$ cat src/rtl/pmc_pkg.sv
package pmc_pkg;

    typedef enum logic [2:0] {
        MD_ACTIVE  = 3'd0,
        MD_SUBACT  = 3'd1,
        MD_SLEEP   = 3'd2,
        MD_STANDBY = 3'd3,
        MD_SETTLE  = 3'd4,
        MD_RESET   = 3'd5
    } pmc_mode_e;

endpackage

$ cat src/rtl/pmc_wake_qual.sv
// Decides whether any interrupt source may end a low-power mode.
module pmc_wake_qual #(
    parameter int NUM_SRC = 8
) (
    input  logic [NUM_SRC-1:0] irq_req,
    input  logic [NUM_SRC-1:0] irq_en,
    input  logic               gmask,
    output logic               qual
);

    logic [NUM_SRC-1:0] hit;

    for (genvar g = 0; g < NUM_SRC; g++) begin : g_src
        assign hit[g] = irq_req[g] & irq_en[g];
    end

    assign qual = !gmask && (|hit);

endmodule

$ cat src/rtl/pmc_settle_timer.sv
// Down-counter that measures the oscillator settling window.
module pmc_settle_timer #(
    parameter int BASE  = 8,
    parameter int SEL_W = 4,
    parameter int CAP   = 11
) (
    input  logic             clk,
    input  logic             rst_n,
    input  logic             load,
    input  logic [SEL_W-1:0] sel,
    output logic             done
);

    localparam int CNT_W = BASE + CAP + 1;

    logic [CNT_W-1:0] cnt;
    logic [CNT_W-1:0] init_val;
    logic             run;
    int               eff;

    always_comb begin
        eff      = (int'(sel) > CAP) ? CAP : int'(sel);
        init_val = (CNT_W'(1) << (BASE + eff)) - CNT_W'(1);
    end

    always_ff @(posedge clk or negedge rst_n) begin
        if (!rst_n) begin
            cnt <= '0;
            run <= 1'b0;
        end else if (load) begin
            cnt <= init_val;
            run <= 1'b1;
        end else if (run) begin
            if (cnt == '0) begin
                run <= 1'b0;
            end else begin
                cnt <= cnt - CNT_W'(1);
            end
        end
    end

    assign done = run && (cnt == '0);

endmodule

$ cat src/rtl/pwr_mode_ctrl.sv
module pwr_mode_ctrl
    import pmc_pkg::*;
#(
    parameter int NUM_SRC     = 8,
    parameter int DIV_W       = 3,
    parameter int SEL_W       = 4,
    parameter int SETTLE_BASE = 8,
    parameter int SETTLE_CAP  = 11
) (
    input  logic               clk,
    input  logic               rst_n,
    input  logic               sleep_req,
    input  logic               standby_sel,
    input  logic               low_speed_sel,
    input  logic [DIV_W-1:0]   div_sel,
    input  logic [SEL_W-1:0]   settle_sel,
    input  logic [NUM_SRC-1:0] irq_req,
    input  logic [NUM_SRC-1:0] irq_en,
    input  logic               gmask,
    output logic               cpu_clk_en,
    output logic               periph_clk_en,
    output logic [DIV_W-1:0]   periph_div,
    output logic               osc_en,
    output logic               io_hiz,
    output logic               wake,
    output logic [2:0]         mode
);

    pmc_mode_e state, state_nxt;
    logic      wake_nxt;
    logic      qual;
    logic      tmr_load;
    logic      tmr_done;
    pmc_mode_e wake_target;

    pmc_wake_qual #(
        .NUM_SRC (NUM_SRC)
    ) u_qual (
        .irq_req (irq_req),
        .irq_en  (irq_en),
        .gmask   (gmask),
        .qual    (qual)
    );

    pmc_settle_timer #(
        .BASE  (SETTLE_BASE),
        .SEL_W (SEL_W),
        .CAP   (SETTLE_CAP)
    ) u_timer (
        .clk   (clk),
        .rst_n (rst_n),
        .load  (tmr_load),
        .sel   (settle_sel),
        .done  (tmr_done)
    );

    assign wake_target = low_speed_sel ? MD_SUBACT : MD_ACTIVE;

    // Next-state decision
    always_comb begin
        state_nxt = state;
        wake_nxt  = 1'b0;
        tmr_load  = 1'b0;
        unique case (state)
            MD_RESET: state_nxt = MD_ACTIVE;
            MD_ACTIVE, MD_SUBACT: begin
                if (sleep_req) begin
                    state_nxt = standby_sel ? MD_STANDBY : MD_SLEEP;
                end
            end
            MD_SLEEP: begin
                if (qual) begin
                    state_nxt = wake_target;
                    wake_nxt  = 1'b1;
                end
            end
            MD_STANDBY: begin
                if (qual) begin
                    state_nxt = MD_SETTLE;
                    tmr_load  = 1'b1;
                end
            end
            MD_SETTLE: begin
                if (tmr_done) begin
                    state_nxt = wake_target;
                    wake_nxt  = 1'b1;
                end
            end
            default: state_nxt = MD_RESET;
        endcase
    end

    // State register
    always_ff @(posedge clk or negedge rst_n) begin
        if (!rst_n) begin
            state <= MD_RESET;
            wake  <= 1'b0;
        end else begin
            state <= state_nxt;
            wake  <= wake_nxt;
        end
    end

    // Outputs per state
    always_comb begin
        cpu_clk_en    = 1'b0;
        periph_clk_en = 1'b0;
        osc_en        = 1'b0;
        io_hiz        = 1'b0;
        unique case (state)
            MD_RESET, MD_ACTIVE, MD_SUBACT: begin
                cpu_clk_en    = 1'b1;
                periph_clk_en = 1'b1;
                osc_en        = 1'b1;
            end
            MD_SLEEP: begin
                periph_clk_en = 1'b1;
                osc_en        = 1'b1;
            end
            MD_STANDBY: begin
                io_hiz = 1'b1;
            end
            MD_SETTLE: begin
                osc_en = 1'b1;
                io_hiz = 1'b1;
            end
            default: begin
                osc_en = 1'b1;
            end
        endcase
    end

    assign periph_div = div_sel;
    assign mode       = state;

endmodule

$ cat config.mk
export PLATFORM = sky130hd
export DESIGN_NAME = pwr_mode_ctrl
export DESIGN_NICKNAME = d
export VERILOG_FILES = /design/src/rtl/pmc_pkg.sv /design/src/rtl/pmc_wake_qual.sv /design/src/rtl/pmc_settle_timer.sv /design/src/rtl/pwr_mode_ctrl.sv
export SDC_FILE = /design/constraint.sdc
export NUM_CORES = 1
export LEC_CHECK = 0
export BUFFER_PORTS_ARGS = -buffer_cell sky130_fd_sc_hd__buf_2
export CAP_MARGIN = 20
export CORE_MARGIN = 3
export CORE_UTILIZATION = 38
export CTS_CLUSTER_DIAMETER = 150
export CTS_CLUSTER_SIZE = 8
export DETAILED_ROUTE_END_ITERATION = 10
export PLACE_DENSITY = 0.74
export SKIP_CTS_REPAIR_TIMING = 1
export SLEW_MARGIN = 15
export SYNTH_ARGS = -nofsm -noshare
export SYNTH_HDL_FRONTEND = slang
export SYNTH_HIERARCHICAL = 1
export SYNTH_SLANG_ARGS = --single-unit
$ cat constraint.sdc
create_clock -name clk -period 2.25 [get_ports clk]
set_input_delay 0.45 -clock clk [delete_from_list [all_inputs] [get_ports clk]]
set_output_delay 0.45 -clock clk [all_outputs]
set_load 0.1 [all_outputs]
### Word-level counts from Yosys, hierarchy flattened

Index checks and enable logic that the tools add are counted.

* register bits: 25
* latch bits: 0
* bits in writable memories: 0
* memory bits (read-only): 0
* bits of input ports: 29
* output and inout bits: 11
* memories: 0

* add/sub/neg operators: 3
* multipliers: 0
* div/mod/pow operators: 0
* $lt $le $gt $ge: 1
* eq/ne operators: 10
* shifts and indexed selects: 1
* muxes and demuxes: 22
* bitwise logic cells: 8
* reduce and logical (&&, ||, !) cells: 13

Operator list (count)
* $mux W20: 3
* $add A5 B32 Y32 const A: 1
* $shl A1 B32 Y20 const A: 1
* $logic_not A20 Y1: 1
* $sub A20 B1 Y20 const B: 1
* $sub A20 B2 Y20 const B: 1
* $pmux W3 S5: 1
* $mux W1: 12
* $mux W3: 4
* $ne A2 B2 Y1 const B: 5
* $and A1 B1 Y1: 8
* $reduce_or A8 Y1: 1
* $eq A3 B2 Y1 const B: 2
* $eq A3 B3 Y1 const B: 2
* $gt A4 B4 Y1 const B: 1
* $mux W4: 1
* $reduce_and A4 Y1: 1
* $reduce_or A2 Y1: 2
* $reduce_or A4 Y1: 1
* $eq A3 B1 Y1 const B: 1
* $logic_not A3 Y1: 1
* $reduce_or A3 Y1: 1
* $logic_and A1 B1 Y1: 2
* $pmux W1 S2: 1
* other kinds (3): 3

### Logic depth before layout (Yosys ltp)

Gate-level depths: netlist of run 1.

* depth in word-level cells: 7
* gate-level depth with buffers: 9
* mapped depth without buffers: 8

### Modules after synthesis

The synthesis of run 1 kept the hierarchy.

Modules (own cells, without submodules)
* pmc_settle_timer: instances 1, cells an instance 142, area an instance 1296.2 µm²
* pwr_mode_ctrl: instances 1, cells an instance 37, area an instance 327.8 µm²
* pmc_wake_qual: instances 1, cells an instance 5, area an instance 38.8 µm²

### Worst setup path after synthesis of run 1

Ideal clock, no wire load.

* path kind: flip-flop to output port
* from: register state[1], in the netlist mode[1]
* to: output port io_hiz
* arrival: 3.371 ns
* required time: 1.800 ns
* slack: -1.571 ns
* stages on the path, launching flop included: 4
* buffers on the path: 1
* path through: dfrtp_1 > buf_6 > nand3b_1 > o21ai_0

* word-level cells in the longest chain between the ends: 3
* elaborated cells between the ends (all ways): 4
* classes of those cells: eq/ne (2); mux (1); reduce/logical (1)

Ends and longest elaborated chain
* from (decl): line pwr_mode_ctrl.sv:29 `pmc_mode_e state, state_nxt;`
* from (signal assigned): line pwr_mode_ctrl.sv:99 `state <= state_nxt;`
* $eq A3 B3 Y1 / $eq A3 B2 Y1 (equally long branches): line pwr_mode_ctrl.sv:110 `unique case (state)`
* $reduce_or A2 Y1 (no source line) *
* $mux W1 *: line pwr_mode_ctrl.sv:110
* to (decl): line pwr_mode_ctrl.sv:24 `output logic io_hiz,`

Every way passes the cells marked *; elsewhere a longest branch is shown, timed or not.

### Worst setup path after layout of run 1

* from: register u_timer.cnt[12]
* to: register u_timer.cnt[18]

* word-level cells in the longest chain between the ends: 4
* elaborated cells between the ends (all ways): 7
* classes of those cells: add/sub (1); eq/ne (1); mux (3); reduce/logical (2)

Ends and longest elaborated chain
* from (decl): line pmc_settle_timer.sv:16 `logic [CNT_W-1:0] cnt;`
* from (signal assigned): line pmc_settle_timer.sv:31 `cnt <= init_val;`
* from (signal assigned): line pmc_settle_timer.sv:37 `cnt <= cnt - CNT_W'(1);`
* $sub A20 B1 Y20: line pmc_settle_timer.sv:37
* $mux W20: line pmc_settle_timer.sv:34 `if (cnt == '0) begin`
* $mux W20: line pmc_settle_timer.sv:33 `end else if (run) begin`
* $mux W20: line pmc_settle_timer.sv:30 `end else if (load) begin`

Parallel ways exist; a longest one is shown, timed or not. The select of a mux whose other input is x is not followed.
A chain may end at the register's enable or synchronous reset.

==> results.ini, run 1 <==
[critical_path]
crit_chain = or4_1 > nand4bb_1 > or4_1 > a311oi_1 > o21ba_1
cp-start-kind = register
crit_path_max_incr_delay_ps = 550
cpMostUsedCell = or4_1
cp_top_family = simple AND/OR/NAND/NOR gates
crit_buf_inv = 0
cp.arrival_ps = 2330
worstSetupPathType = reg -> reg
required_ps = 2420
crit_fanout = 4
cpMaxStageDelayCell = or4_1
endpoint_kind = register

[synth]
syn_inst = 184
ys_ff_latch = 25
syn_area_um2 = 1660
ys_seq_area_share_pct = 37.8
synthFlopType = dfrtp_1
syn_nets = 214
ys_async_sr_fraction_pct = 100
synthDistinctLibCells = 55
synth.avg_cell_area_um2 = 9.04
yosys_warnings = 6
synth_enable_flop_cells = 0

[placed_design]
dp_hpwl_um = 2830
dpl.cell_count = 266
numPortBuffers = 33
gp_congestion = 0.873

[routing]
first_pass_iters = 4
met3_length_um = 181
vias = 1504
wl_met2_um = 1880
drt_iter0_drc = 115
m1WireLength_um = 1800
top_layer_used = met4
drcViolationCount = 0
viasPerCell = 5.55
ant_nets = 0
wirelength_um = 3880
routedWlPerCell_um = 14.3

[clock_tree]
clock_path_buffers = 2
cts_tree = built
htree_levels = 1
cts-root-buf = clkbuf_8
cts_made_buffers = 3
cts.sinks = 25
clk_pin_slew_ps = 90
clk_latency_ps = 270

[global_routing]
grt_pass1_wl_um = 6800
grt_max_degree = 26
overflow = 0
grtUsageTotal_pct = 16.0
antenna_found_initial = 0
grt_pass1_vias = 1475

[layout]
layout-drive-gt1-share_pct = 31.2
fillers = 401
area_growth_pct = 20.5
nets = 252
layout.cells.non_filler = 271
layout_common_cells = 33 x buf_2, 22 x dfrtp_1, 14 x buf_4
final_common_cell = buf_2
insertedDiodeCount = 0

[pwr]
pwr-share-seq_pct = 37.2
power_switching_w = 0.00130
p_clk_share_pct = 10.6
p_leak_nw = 0.778
design_power_total_w = 0.00254
combPwrFrac_pct = 52.1
power_density_nw_per_um2 = 1270
switching_share_pct = 51.3
p_int_w = 0.00124
peakVddDrop_mv = 0.525

[timing]
slew_headroom_pct = 62.1
fin_skew_ps = 1.57
fmax_mhz = 461
worst_pin_slew_ps = 568
finalHoldViolations = 0
period_share_pct = 96.3
period_minus_slack_ps = 2170
slew_viol_final = 0
setup_viol = 0

[floorplan]
ioPinCount = 40
die_w_um = 72.2
die_y_um = 72.2
floorplan.rows = 23
die_area_um2 = 5210
initial_core_util_pct = 40.4
coreArea_um2 = 4120

[hold_path]
hp-class = in -> async

[job]
max_cap_violations = 0

[outcome]
run_status = complete, no violations

[power groups by stage]
stage	Combinational [W]	Sequential, W	Clock [W]
floorplan	0.000987	0.00106	0
global placement	0.00129	0.000944	0
detailed placement	0.00130	0.000948	0
CTS	0.00130	0.000943	0.000282
global route	0.00143	0.000986	0.000304
finish	0.00133	0.000948	0.000270
[per-layer routing]
| layer | GRT usage (%) | up-vias |
|---|---|---|
| met5 | 0 | - |
| met4 | 2.92 | 0 |
| met3 | 3.60 | 2 |
| met2 | 25.9 | 39 |
| met1 | 22.2 | 715 |
| li1 | - | 748 |
[logic make-up after synthesis]
logic type	synth area share [%]
xor gates and xnor gates	7.90
muxes	1.81
buffers and inverters	6.55
DFF	37.8
adders and majority gates	0.752
AOI/OAI and AO/OA	18.3
and+or+nand+nor	26.9
[stage by stage]
stage / util (%) / area (um2) / hold slack [ps] / TNS [ps] / setup WS (ps)
final: 48.7 / 2000 / 165 / 0 / 82.3
after global routing: 48.7 / 2000 / 203 / -3.29 / -3.29
after CTS: 48.0 / 1980 / 189 / 0 / 41.1
after detailed placement: 46.9 / 1930 / 469 / 0 / 57.8
after global placement: 46.9 / 1930 / 460 / 0 / 130
after floorplan: - / 1700 / 154 / -730 / -618
[sequential cells by signal, indices dropped and copies added (netlist names)]
register	flops
u_timer/cnt	20
mode	3
u_timer/run	1
wake	1
[Yosys cell counts, drive strengths merged (5+ instances only)]
master | n | area share, %
or3 | 5 | 2.0
nor4 | 5 | 2.8
nor3 | 11 | 3.3
o21ai | 7 | 2.1
nand2 | 13 | 2.9
a21oi | 12 | 3.6
xor2 | 7 | 3.7
inv | 5 | 1.1
dfrtp | 23 | 35
buf | 10 | 4.2
nor2 | 15 | 3.4
xnor2 | 8 | 4.2
a22oi | 5 | 2.3
[worst reg2reg max path, cell delays in order (launching register included)]
cell       delay (ps)
dfrtp_1           420
or4_1             550
nand4bb_1         240
or4_1             420
a311oi_1          270
o21ba_1           180
[cell type report]
| type | instances | area (um2) | share of cell area (%) |
|---|---|---|---|
| clock buffer | 4 | 45.0 | 2.25 |
| inverter | 5 | 18.8 | 0.937 |
| multi-input combinational | 140 | 970 | 48.4 |
| sequential | 25 | 637 | 31.8 |
| tap | 50 | 62.6 | 3.12 |
| timing repair buffer | 47 | 270 | 13.5 |
[final timing paths]
| check | slack, ps | depth (start not counted) | startpoint | to |
|---|---|---|---|---|
| worst max-delay path | 80 | 5 | u_timer/cnt[12] | u_timer/cnt[18] |
| worst min-delay path | 160 | 1 | rst_n | u_timer/cnt[6] |
| worst max register to register | 80 | 5 | u_timer/cnt[12] | u_timer/cnt[18] |
| worst min register to register | 490 | 1 | u_timer/cnt[16] | u_timer/cnt[16] |
| max in group asynchronous | 1680 | 1 | rst_n | mode[1] |
| min in group clk | 450 | 3 | sleep_req | mode[1] |
Note: power is estimated with default switching activity, not from simulation.
==> inputs of run 2 (changes only) <==
--- a/config.mk
+++ b/config.mk
@@ -12,6 +12,7 @@
 export CTS_CLUSTER_DIAMETER = 150
 export CTS_CLUSTER_SIZE = 8
 export DETAILED_ROUTE_END_ITERATION = 10
+export GPL_TIMING_DRIVEN = 0
 export PLACE_DENSITY = 0.74
 export SKIP_CTS_REPAIR_TIMING = 1
 export SLEW_MARGIN = 15
==> constraint.sdc (replaced) <==
create_clock -name clk -period 1.74 [get_ports clk]
set_input_delay 0.348 -clock clk [delete_from_list [all_inputs] [get_ports clk]]
set_output_delay 0.348 -clock clk [all_outputs]
set_load 0.1 [all_outputs]
==> results.ini, run 2 (same netlist as run 1, synthesis figures left out) <==
[placed_design]
dp_hpwl_um = 2880
place_ws_ps = -523
placed_area_um2 = 2060
gp_congestion = 0.850
numPortBuffers = 35

[clock_tree]
cts-root-buf = clkbuf_8
cts.sinks = 25
cts_tree = built
cts_made_buffers = 3
clock_path_buffers = 2
clk_pin_slew_ps = 90
clk_latency_ps = 270
htree_levels = 1

[critical_path]
cp_top_family = simple AND/OR/NAND/NOR gates
required_ps = 1930
cpMaxStageDelayCell = or4_4
crit_path_max_incr_delay_ps = 520
cp-start-kind = register
cpMostUsedCell = buf_4
crit_chain = or4_4 > buf_4 > buf_6 > nor3_4 > nand4_1 > nor2_2 > buf_4 > nand3_1 > a21oi_1
endpoint_kind = register
crit_buf_inv = 3
crit_fanout = 5
worstSetupPathType = reg -> reg
r2r_slack_ps = -450
cp.arrival_ps = 2380

[routing]
drcViolationCount = 0
wirelength_um = 4300
ant_nets = 0
drt_iter0_drc = 95
vias = 1618
routedWlPerCell_um = 14.6
viasPerCell = 5.50
first_pass_iters = 4

[global_routing]
grt_pass1_vias = 1378
grtUsageTotal_pct = 14.9
grt_max_degree = 26
antenna_found_initial = 0
grt_pass1_wl_um = 6180
overflow = 0

[pwr]
power_switching_w = 0.00190
p_clk_share_pct = 8.9
p_int_w = 0.00202
p_leak_nw = 0.983
power_density_nw_per_um2 = 1610
combPwrFrac_pct = 61.4
pwr-share-seq_pct = 29.6
peakVddDrop_mv = 0.548
switching_share_pct = 48.5

[floorplan]
ioPinCount = 40
initial_core_util_pct = 40.4
coreArea_um2 = 4120
die_y_um = 72.2
floorplan.rows = 23
die_area_um2 = 5210
die_w_um = 72.2

[timing]
finalHoldViolations = 0
period_share_pct = 126
fmax_mhz = 457
rsz0062_at_grt = true
worst_pin_slew_ps = 557
fin_skew_ps = 3.03
slew_headroom_pct = 62.9
layout_setup_ws_ps = -450
setup_viol = 28
period_minus_slack_ps = 2190
slew_viol_final = 0

[layout]
largest_register = u_timer/cnt
largest_reg_flops = 20
layout-drive-gt1-share_pct = 45.9
fillers = 348
final_common_cell = buf_2
final_area_um2 = 2430
area_growth_pct = 46.0
insertedDiodeCount = 0
final_core_util_pct = 59.0
layout_common_cells = 30 x buf_2, 24 x buf_4, 22 x dfrtp_1
nets = 275

[outcome]
run_status = finished with violations
violations = negative setup slack

[job]
max_cap_violations = 0

[hold_path]
hp-class = in -> async

[run 2: changes by cell type in the layout (fill, tap and decap cells not counted), sizes merged]
cell    change
buf        +19
clkbuf      +4
[run 2: layout make-up]
| cell class | count | area, um2 | area share [%] |
|---|---|---|---|
| multi-input combinational | 140 | 1120 | 46.1 |
| sequential | 25 | 637 | 26.2 |
| timing repair buffer | 58 | 427 | 17.6 |
| buffer | 12 | 120 | 4.95 |
| tap | 50 | 62.6 | 2.58 |
| clock buffer | 4 | 45.0 | 1.85 |
| inverter | 5 | 18.8 | 0.773 |
[run 2: through the flow]
step                cells  total power, W  hold WS, ps  TNS (ps)
floorplan             184         0.00274         52.4     -6900
global placement      269         0.00303          374     -8610
detailed placement    269         0.00307          371     -8950
CTS                   273         0.00342         74.4     -8590
global route          294         0.00414          102     -9120
finish                294         0.00391         56.6     -6590
[run 2: path summary, 6_finish.rpt]
path	startpoint	cells past startpoint	to
min in group clk	sleep_req	3	mode[1]
min	rst_n	1	u_timer/cnt[5]
max in group asynchronous	rst_n	1	mode[1]
min reg2reg	u_timer/cnt[16]	1	u_timer/cnt[16]
max	u_timer/cnt[11]	9	wake
max reg2reg	u_timer/cnt[11]	9	wake
[run 2: metal layers]
metal  wire [um]  GRT usage, %  up-vias
met5           0             0        -
li1            -             -      798
met2        2230          23.9       30
met1        1900          19.9      782
met4          70          6.89        0
met3         106          2.22        8
[run 2: power groups by stage]
stage	clock, W	sequential (W)	combinational [W]
after floorplan	0	0.00138	0.00136
after global placement	0	0.00115	0.00188
after detailed placement	0	0.00116	0.00191
after CTS	0.000360	0.00115	0.00191
after global routing	0.000390	0.00120	0.00256
final	0.000349	0.00116	0.00240
==> inputs of run 3 (changes only) <==
--- a/config.mk
+++ b/config.mk
@@ -9,6 +9,7 @@
 export CAP_MARGIN = 20
 export CORE_MARGIN = 3
 export CORE_UTILIZATION = 38
+export CTS_BUF_LIST = sky130_fd_sc_hd__clkbuf_4 sky130_fd_sc_hd__clkbuf_8 sky130_fd_sc_hd__clkbuf_16
 export CTS_CLUSTER_DIAMETER = 150
 export CTS_CLUSTER_SIZE = 8
 export DETAILED_ROUTE_END_ITERATION = 10
==> results.ini, run 3 (same netlist as run 1, synthesis figures left out) <==
[critical_path]
endpoint_kind = register
reg2reg_from = u_timer/cnt[11]
worstSetupPathType = reg -> reg
r2r_slack_ps = -450
r2r_cells = 9
cp-start-kind = register
r2r-end = wake
cp.arrival_ps = 2380
required_ps = 1930
crit_fanout = 5

[floorplan]
die_area_um2 = 5210
die_y_um = 72.2
ioPinCount = 40
floorplan.rows = 23
coreArea_um2 = 4120
die_w_um = 72.2
initial_core_util_pct = 40.4

[routing]
drcViolationCount = 0
wirelength_um = 4330
drt_iter0_drc = 105
vias = 1598
wl_met2_um = 2230
ant_nets = 0
top_layer_used = met4
viasPerCell = 5.44
routedWlPerCell_um = 14.7
met3_length_um = 112
m1WireLength_um = 1920
first_pass_iters = 4

[clock_tree]
cts-root-buf = clkbuf_8
cts_made_buffers = 3
cts_tree = built
htree_levels = 1
clk_latency_ps = 270
clk_pin_slew_ps = 90
clock_path_buffers = 2
cts.sinks = 25

[pwr]
p_leak_nw = 0.987
p_clk_share_pct = 9.3
pwr-share-seq_pct = 29.5
switching_share_pct = 48.4
p_int_w = 0.00203
power_switching_w = 0.00190
peakVddDrop_mv = 0.548
combPwrFrac_pct = 61.2
power_density_nw_per_um2 = 1620

[timing]
slew_headroom_pct = 62.3
rsz0062_at_grt = true
fmax_mhz = 457
setup_viol = 28
fin_tns_setup_ps = -6630
fin_skew_ps = 4.83
finalHoldViolations = 0
worst_pin_slew_ps = 566
slew_viol_final = 0
layout_setup_ws_ps = -448
period_share_pct = 126
period_minus_slack_ps = 2190

[placed_design]
gp_congestion = 0.850
dp_hpwl_um = 2880
numPortBuffers = 35
dpl.cell_count = 269
place_ws_ps = -523

[global_routing]
grt_pass1_vias = 1378
antenna_found_initial = 0
grtUsageTotal_pct = 14.9
grt_pass1_wl_um = 6180
overflow = 0
grt_max_degree = 26

[layout]
layout.cells.non_filler = 294
layout-drive-gt1-share_pct = 46.3
final_common_cell = buf_2
insertedDiodeCount = 0
nets = 275
area_growth_pct = 46.3
largest_reg_flops = 20
layout_common_cells = 30 x buf_2, 24 x buf_4, 22 x dfrtp_1
largest_register = u_timer/cnt

[outcome]
run_status = finished with violations
violations = negative setup slack

[hold_path]
hp-class = in -> async

[job]
max_cap_violations = 0

## run 3: cell counts in the layout (fill, tap and decap cells not counted)
Identical to the previous run, type by type.
## run 3: per-stage QoR
step | utilization, % | power, W | instance area [um2] | hold WS (ps)
4_1_cts | 51.3 | 0.00344 | 2110 | 74.2
3_3_place_gp | 50.1 | 0.00303 | 2060 | 374
3_5_place_dp | 50.1 | 0.00307 | 2060 | 371
5_1_grt | 59.1 | 0.00416 | 2430 | 102
2_1_floorplan | - | 0.00274 | 1820 | 52.4
6_report | 59.1 | 0.00394 | 2430 | 59.1
## run 3: power groups by stage
stage	Sequential, W	Combinational [W]	Clock (W)
CTS	0.00115	0.00191	0.000376
detailed placement	0.00116	0.00191	0
floorplan	0.00138	0.00136	0
global placement	0.00115	0.00188	0
global route	0.00120	0.00256	0.000406
finish	0.00116	0.00241	0.000366
## run 3: cell type report
type	instances	area, um2
Fill cell	345	1680
Multi-Input combinational cell	140	1120
Sequential cell	25	637
Timing Repair Buffer	58	427
Buffer	12	120
Tap cell	50	62.6
Clock buffer	4	48.8
Inverter	5	18.8
## run 3: critical path, stage by stage, from the launching register on
cell,delay [ps]
dfrtp_1,440
or4_4,520
buf_4,160
buf_6,120
nor3_4,240
nand4_1,140
nor2_2,140
buf_4,130
nand3_1,80
a21oi_1,150
## run 3: per-layer routing
layer | vias to the layer above | global-route usage, %
met2 | 33 | 23.9
met1 | 759 | 19.9
met5 | - | 0
met3 | 8 | 2.22
met4 | 0 | 6.89
li1 | 798 | -
## run 3: worst max-delay path by stage
stage / start / to / slack (ps) / depth (start not counted)
2_1_floorplan: mode[0] / io_hiz / -1030 / 3
3_3_place_gp: irq_req[4] / u_timer/cnt[10] / -510 / 9
3_5_place_dp: irq_en[4] / u_timer/cnt[18] / -520 / 9
4_1_cts: u_timer/cnt[12] / u_timer/cnt[18] / -530 / 6
5_1_grt: u_timer/cnt[14] / u_timer/cnt[18] / -540 / 5
6_report: u_timer/cnt[11] / wake / -450 / 9
